File: src/rtl/irqc_pkg.sv
package irqc_pkg;

    localparam int REG_W    = 32;
    localparam int MODE_BIT = 31;
    localparam int WIPE_BIT = 7;
    localparam logic [REG_W-1:0] CHIP_ID = 32'hF070_0008;

    typedef enum logic [5:0] {
        SEL_EV2 = 6'h04,
        SEL_MK2 = 6'h05,
        SEL_CL2 = 6'h06,
        SEL_LV2 = 6'h07,
        SEL_EV1 = 6'h08,
        SEL_MK1 = 6'h09,
        SEL_CL1 = 6'h0A,
        SEL_LV1 = 6'h0B,
        SEL_ID  = 6'h0D,
        SEL_FC  = 6'h0E
    } reg_sel_e;

    typedef struct packed {
        logic             mask_wr;
        logic             clr_wr;
        logic             clr_all;
        logic [REG_W-1:0] data;
    } bank_cmd_t;

    function automatic logic [REG_W-1:0] lane_swap(input logic [REG_W-1:0] d);
        return {d[7:0], d[15:8], d[23:16], d[31:24]};
    endfunction

endpackage

File: src/rtl/irqc_router.sv
module irqc_router
    import irqc_pkg::*;
#(
    parameter int NUM_SRC = 32,
    parameter int SPLIT   = 21,
    parameter int UP      = 11
) (
    input  logic [NUM_SRC-1:0] chg,
    input  logic [NUM_SRC-1:0] line,
    output logic [REG_W-1:0]   b1_chg,
    output logic [REG_W-1:0]   b1_line,
    output logic [REG_W-1:0]   b2_chg,
    output logic [REG_W-1:0]   b2_line,
    output logic [NUM_SRC-1:0] stray
);

    for (genvar j = 0; j < REG_W; j++) begin : g_b1
        if (j >= UP && (j - UP) <= SPLIT && (j - UP) < NUM_SRC) begin : g_on
            assign b1_chg[j]  = chg[j-UP];
            assign b1_line[j] = line[j-UP];
        end else begin : g_off
            assign b1_chg[j]  = 1'b0;
            assign b1_line[j] = 1'b0;
        end
    end

    for (genvar j = 0; j < REG_W; j++) begin : g_b2
        if (j >= 1 && (j + SPLIT) < NUM_SRC) begin : g_on
            assign b2_chg[j]  = chg[j+SPLIT];
            assign b2_line[j] = line[j+SPLIT];
        end else begin : g_off
            assign b2_chg[j]  = 1'b0;
            assign b2_line[j] = 1'b0;
        end
    end

    // sources that land in neither bank: report their rising changes
    for (genvar i = 0; i < NUM_SRC; i++) begin : g_stray
        if (i <= SPLIT && (i + UP) >= REG_W) begin : g_lost
            assign stray[i] = chg[i] & line[i];
        end else begin : g_kept
            assign stray[i] = 1'b0;
        end
    end

endmodule

File: src/rtl/irqc_bank.sv
module irqc_bank
    import irqc_pkg::*;
#(
    parameter bit PRIMARY = 1'b1
) (
    input  logic             clk,
    input  logic             rst,
    input  logic             legacy,
    input  bank_cmd_t        cmd,
    input  logic             mirror_wr,
    input  logic             mirror_bit,
    input  logic [REG_W-1:0] chg,
    input  logic [REG_W-1:0] line,
    output logic [REG_W-1:0] events,
    output logic [REG_W-1:0] mask,
    output logic [REG_W-1:0] levels
);

    logic [REG_W-1:0] mask_base, mask_n, ev_w, ev_n, lv_n;
    logic             hit;

    if (PRIMARY) begin : g_load
        always_comb mask_base = cmd.mask_wr ? cmd.data : mask;
    end else begin : g_or
        always_comb begin
            mask_base = mask;
            if (cmd.mask_wr) begin
                mask_base = mask | cmd.data;
                mask_base[MODE_BIT] = mask[MODE_BIT];
            end
        end
    end

    always_comb begin
        mask_n = mask_base;
        if (mirror_wr) mask_n[MODE_BIT] = mirror_bit;
    end

    assign hit = legacy && (chg != '0);

    always_comb begin
        ev_w = events;
        if (cmd.clr_wr) ev_w = cmd.clr_all ? '0 : (events & cmd.data);
        ev_n = hit ? ((ev_w | chg) & mask_n) : ev_w;
        lv_n = legacy ? ((levels & ~chg) | (line & chg)) : levels;
    end

    always_ff @(posedge clk) begin
        if (rst) begin
            events <= '0;
            mask   <= '0;
            levels <= '0;
        end else begin
            events <= ev_n;
            mask   <= mask_n;
            levels <= lv_n;
        end
    end

    // a wipe with no concurrent change leaves nothing pending
    a_r6_wipe_empties: assert property (@(posedge clk) disable iff (rst)
        (cmd.clr_wr && cmd.clr_all && !hit) |=> (events == '0));

    // wipe plus change leaves only the newly changed bits
    a_r13_wipe_then_merge: assert property (@(posedge clk) disable iff (rst)
        (cmd.clr_wr && cmd.clr_all && hit) |=> ((events & ~$past(chg)) == '0));

    // after a merge nothing pending lies outside the mask
    a_r8_merge_masked: assert property (@(posedge clk) disable iff (rst)
        hit |=> ((events & ~mask) == '0));

    // changed lines show their new level
    a_r9_level_follows: assert property (@(posedge clk) disable iff (rst)
        legacy |=> (((levels ^ $past(line)) & $past(chg)) == '0));

    // native mode freezes the levels
    a_r11_native_hold: assert property (@(posedge clk) disable iff (rst)
        !legacy |=> $stable(levels));

    if (!PRIMARY) begin : g_chk_or
        // an OR write never clears low mask bits
        a_r5_or_keeps: assert property (@(posedge clk) disable iff (rst)
            (cmd.mask_wr && !mirror_wr) |=>
                (((mask & $past(mask)) == $past(mask)) && (mask[MODE_BIT] == $past(mask[MODE_BIT]))));
    end

endmodule

File: src/rtl/dual_bank_intc.sv
module dual_bank_intc
    import irqc_pkg::*;
#(
    parameter int NUM_SRC = 32
) (
    input  logic               clk,
    input  logic               rst,
    input  logic [5:0]         bus_word_addr,
    input  logic               bus_we,
    input  logic [31:0]        bus_wdata,
    output logic [31:0]        bus_rdata,
    input  logic [NUM_SRC-1:0] src_lines,
    output logic               cpu_irq,
    output logic               mode_err
);

    logic [NUM_SRC-1:0] src_prev, change, stray;
    logic [REG_W-1:0]   wr_int, fc_q, rd_int;
    logic [REG_W-1:0]   ev1, mk1, lv1, ev2, mk2, lv2;
    logic [REG_W-1:0]   c1, l1, c2, l2;
    bank_cmd_t          cmd1, cmd2;
    logic               legacy;

    assign change = src_lines ^ src_prev;
    assign wr_int = lane_swap(bus_wdata);
    assign legacy = mk1[MODE_BIT];

    always_comb begin
        cmd1 = '{mask_wr: 1'b0, clr_wr: 1'b0, clr_all: bus_wdata[WIPE_BIT], data: wr_int};
        cmd2 = cmd1;
        if (bus_we) begin
            case (bus_word_addr)
                SEL_MK1: cmd1.mask_wr = 1'b1;
                SEL_CL1: cmd1.clr_wr  = 1'b1;
                SEL_MK2: cmd2.mask_wr = 1'b1;
                SEL_CL2: cmd2.clr_wr  = 1'b1;
                default: ;
            endcase
        end
    end

    irqc_router #(.NUM_SRC(NUM_SRC)) u_route (
        .chg(change), .line(src_lines),
        .b1_chg(c1), .b1_line(l1), .b2_chg(c2), .b2_line(l2), .stray(stray)
    );

    irqc_bank #(.PRIMARY(1'b1)) u_bank1 (
        .clk(clk), .rst(rst), .legacy(legacy), .cmd(cmd1),
        .mirror_wr(1'b0), .mirror_bit(1'b0), .chg(c1), .line(l1),
        .events(ev1), .mask(mk1), .levels(lv1)
    );

    irqc_bank #(.PRIMARY(1'b0)) u_bank2 (
        .clk(clk), .rst(rst), .legacy(legacy), .cmd(cmd2),
        .mirror_wr(cmd1.mask_wr), .mirror_bit(wr_int[MODE_BIT]), .chg(c2), .line(l2),
        .events(ev2), .mask(mk2), .levels(lv2)
    );

    always_ff @(posedge clk) begin
        if (rst) begin
            src_prev <= '0;
            fc_q     <= '0;
            cpu_irq  <= 1'b0;
            mode_err <= 1'b0;
        end else begin
            src_prev <= src_lines;
            if (bus_we && bus_word_addr == SEL_FC) fc_q <= wr_int;
            cpu_irq  <= (ev1 != '0) || (ev2 != '0);
            mode_err <= !legacy && (change != '0);
        end
    end

    always_comb begin
        case (bus_word_addr)
            SEL_EV2: rd_int = ev2;
            SEL_MK2: rd_int = mk2;
            SEL_LV2: rd_int = lv2;
            SEL_EV1: rd_int = ev1;
            SEL_MK1: rd_int = mk1;
            SEL_LV1: rd_int = lv1;
            SEL_ID:  rd_int = CHIP_ID;
            SEL_FC:  rd_int = fc_q;
            default: rd_int = '0;
        endcase
    end
    assign bus_rdata = lane_swap(rd_int);

    // request is the one-cycle-late OR of both event banks
    a_r10_irq_late: assert property (@(posedge clk) disable iff (rst)
        1'b1 |=> (cpu_irq == ($past(ev1) != '0 || $past(ev2) != '0)));

    // a bank-1 mask write carries raw bus bit 7 into the bank-2 mode bit
    a_r4_mirror: assert property (@(posedge clk) disable iff (rst)
        (bus_we && bus_word_addr == SEL_MK1) |=> (mk2[MODE_BIT] == $past(bus_wdata[7])));

    // a change confined to unmapped sources alters no bank state
    a_r7_stray_inert: assert property (@(posedge clk) disable iff (rst)
        (legacy && !bus_we && stray != '0 && change == stray) |=>
            ($stable(ev1) && $stable(ev2) && $stable(lv1) && $stable(lv2)));

    // error flag only after a native-mode change
    a_r11_err_cause: assert property (@(posedge clk) disable iff (rst)
        $rose(mode_err) |-> !$past(legacy));

endmodule

File: config.mk
export PLATFORM = sky130hd
export DESIGN_NAME = dual_bank_intc
export DESIGN_NICKNAME = d
export VERILOG_FILES = /design/src/rtl/irqc_pkg.sv /design/src/rtl/irqc_router.sv /design/src/rtl/irqc_bank.sv /design/src/rtl/dual_bank_intc.sv
export SDC_FILE = /design/constraint.sdc
export NUM_CORES = 1
export LEC_CHECK = 0
export ABC_AREA = 1
export BUFFER_PORTS_ARGS = -buffer_cell sky130_fd_sc_hd__buf_2
export CORE_MARGIN = 3
export CORE_UTILIZATION = 50
export CTS_BUF_LIST = sky130_fd_sc_hd__clkbuf_16
export CTS_CLUSTER_DIAMETER = 120
export DETAILED_ROUTE_END_ITERATION = 8
export PLACE_DENSITY = 0.69
export SYNTH_ARGS = -nofsm -noshare
export SYNTH_HDL_FRONTEND = slang
export SYNTH_SLANG_ARGS = --single-unit
export TNS_END_PERCENT = 10
File: constraint.sdc
create_clock -name clk -period 1.9 [get_ports clk]
set_input_delay 0.19 -clock clk [delete_from_list [all_inputs] [get_ports clk]]
set_output_delay 0.19 -clock clk [all_outputs]
set_load 0.01 [all_outputs]
==> flow_metrics.py <==
metrics = {
    "critical_path": {
        "required_ns": 1.71,
        "worst_path_largest_cell_delay_ns": 0.22,
        "ff2ff_setup_slack_ns": 0.23,
        "r2r_start": "src_prev[20]",
        "critical-path-slowest-cell": "buf_4",
        "path_buf_inv": 5,
        "critPathMaxFanout": 8,
        "r2r_cells": 11,
        "startpoint": "bus_word_addr[2]",
        "endpoint_kind": "primary output",
        "critical_path_class": "in2out",
        "r2r_end": "u_bank1.events[31]",
        "crit_family": "buffers and inverters",
        "crit_arrival_ns": 1.61,
        "cp-start-kind": "primary input",
        "cp_cell_sequence": "buf_2 > inv_2 > nand2_2 > nor3_1 > nand2_1 > inv_1 > buf_4 > nand2_1 > o2111ai_1 > buf_2",
    },
    "global_route": {
        "grt_use_total": 0.286,
        "grt_first_pass_wirelength_um": 52100,
        "gr-total-overflow": 0,
        "antenna_found_initial": 1,
        "grt_max_degree": 103,
        "grt_pass1_vias": 9978,
    },
    "detailed_routing": {
        "viasPerCell": 5.33,
        "first_iter_violations": 925,
        "drc": 0,
        "wl_um": 33800,
        "dr.pass1.iters": 5,
        "vias": 10800,
        "avgRoutedWirePerCell_um": 16.7,
        "ant_nets": 0,
    },
    "status": {
        "status": "complete, no violations",
    },
    "finish": {
        "final_net_count": 1813,
        "layout_commonest_cell": "nand2_1",
        "area_growth_pct": 22.8,
        "instances_no_fill": 2026,
        "final_cell_mix": "nand2_1 (373), inv_1 (242), dfxtp_1 (224)",
        "n_antenna_cell": 0,
        "drive_gt1_frac": 0.124,
    },
    "clock_tree": {
        "cts_setup_buffers": 0,
        "clock_latency_ns": 0.52,
        "cts_sinks": 225,
        "clockRootBuffer": "clkbuf_16",
        "h-tree-depth": 1,
        "path_clk_slew_ns": 0.06,
        "cts_buffers": 25,
        "tritoncts": "built",
        "clk_path_buf_depth": 3,
    },
    "floorplan": {
        "rows": 52,
        "coreArea_um2": 20500,
        "fp.dieH_um": 152,
        "dieArea_um2": 23000,
        "pin_count": 107,
        "die_w_um": 152,
        "initial_utilization": 0.517,
    },
    "synthesis": {
        "syn-num-nets": 1647,
        "syn-cell-area_um2": 10600,
        "yosysTopAreaCellShare": 0.425,
        "synthArstFlopShare": 0,
        "synth_seq_cells": 225,
        "synth_top_area_cell": "dfxtp_1",
        "yosys_most_used_dff": "dfxtp_1",
        "ys_warn_count": 0,
        "synthDistinctLibCells": 33,
        "avgSynthCellArea_um2": 6.73,
        "syn_inst": 1574,
        "synth-edff-count": 0,
        "synth_area_leaders": "dfxtp_1 (43%), nand2_1 (13%), inv_1 (8.4%)",
        "yosysSeqAreaShare": 0.425,
    },
    "power": {
        "peakVddDrop_uv": 576,
        "power_density_nw_per_um2": 764,
        "p_leak_nw": 5.92,
    },
    "sta": {
        "hold_viol": 0,
        "rsz0062_at_grt": "false",
        "holdWs_ns": 0.0327,
        "period_share": 0.948,
        "drv_slew": 0,
        "fmax_mhz": 555,
        "finalSetupTns_ns": 0,
        "worstMarginPinSlew_ns": 0.536,
        "setup_violations": 0,
        "clock_skew_ns": 0.0143,
        "min_period_ns": 1.80,
        "relSlewSlack": 0.643,
    },
    "min_path": {
        "hold_depth": 3,
        "hp-class": "in2reg",
        "min_to": "fc_q[22]",
        "min_from": "bus_wdata[14]",
    },
    "place": {
        "portBuffers": 106,
        "dpl.cell_count": 1922,
        "place.gp.congestion": 0.852,
        "dp_hpwl_um": 22200,
    },
    "job": {
        "cap_violations": 0,
    },
}
worst register-to-register path: stages, from the launching register on:
cell	delay [ns]
dfxtp_1	0.32
inv_1	0.04
nand2_1	0.06
nand2_1	0.10
nor2_1	0.13
nand2_1	0.11
nor2_1	0.20
nand3_1	0.15
buf_12	0.22
nand3_1	0.12
nand2_1	0.06
nor2_1	0.10
area by class of cell:
type                       instances  area (um2)
inverter                         248         935
clock inverter                    18         100
tap                              270         338
fill                            1933        7490
clock buffer                      25         626
multi-input combinational       1026        4780
sequential                       225        4510
timing repair buffer             214        1720
worst max-delay path by stage:
stage                         end  depth (start not counted)  slack (ns)
floorplan           bus_rdata[12]                          8        0.55
global placement    bus_rdata[11]                         12        0.14
detailed placement  bus_rdata[11]                         12        0.11
CTS                 bus_rdata[11]                         12        0.11
global route         bus_rdata[2]                         12       0.003
finish              bus_rdata[14]                         10         0.1
report_power, final:
group	total [mW]	internal, mW	switching (mW)
clock network	4.42	2.50	1.92
logic	0.716	0.280	0.436
registers	4.80	4.77	0.0273
total	9.93	7.55	2.38
metal layers:
| layer | vias to the layer above | track usage | share of wire |
|---|---|---|---|
| met5 | - | 0 | 0.00030 |
| met1 | 4935 | 0.409 | 0.43 |
| met2 | 470 | 0.448 | 0.45 |
| li1 | 5310 | - | - |
| met4 | 2 | 0.0876 | 0.029 |
| met3 | 77 | 0.0443 | 0.088 |
metrics by stage:
stage | area [um2] | utilization | total power, mW | setup WS [ns]
after global routing | 13000 | 0.635 | 10.3 | 0.00275
after floorplan | 10600 | - | 5.24 | 0.551
after global placement | 11700 | 0.569 | 5.50 | 0.143
after CTS | 13000 | 0.634 | 9.98 | 0.108
after detailed placement | 11700 | 0.569 | 5.51 | 0.111
final | 13000 | 0.635 | 9.93 | 0.0991
synthesized netlist by cell type (10+ instances only):
| master | instances |
|---|---|
| clkbuf_1 | 34 |
| nor2_1 | 176 |
| nand4_1 | 23 |
| buf_1 | 10 |
| o21ai_2 | 16 |
| inv_1 | 238 |
| o21bai_1 | 23 |
| nor4_1 | 10 |
| buf_2 | 21 |
| nand2_1 | 373 |
| a21oi_1 | 123 |
| nand3_1 | 94 |
| dfxtp_1 | 225 |
| o21ai_1 | 37 |
| o21ai_0 | 88 |
| a22oi_1 | 11 |
timing repair:
item                                   in CTS  in global routing
endpoints found under the hold margin      81                  0
setup endpoints to repair                   0                  3
resized for setup                           0                  1
hold buffers                               61                  0
cell families (layout without fill, tap and decap cells):
| logic type | count (synthesis) | after routing | synth area share |
|---|---|---|---|
| DFF | 225 | 225 | 0.425 |
| and+or+nand+nor | 689 | 689 | 0.268 |
| AOI/OAI and AO/OA | 323 | 323 | 0.172 |
| buffers and inverters | 323 | 505 | 0.123 |
| xor gates and xnor gates | 14 | 14 | 0.0116 |
Note: power is estimated with default switching activity, not from simulation.
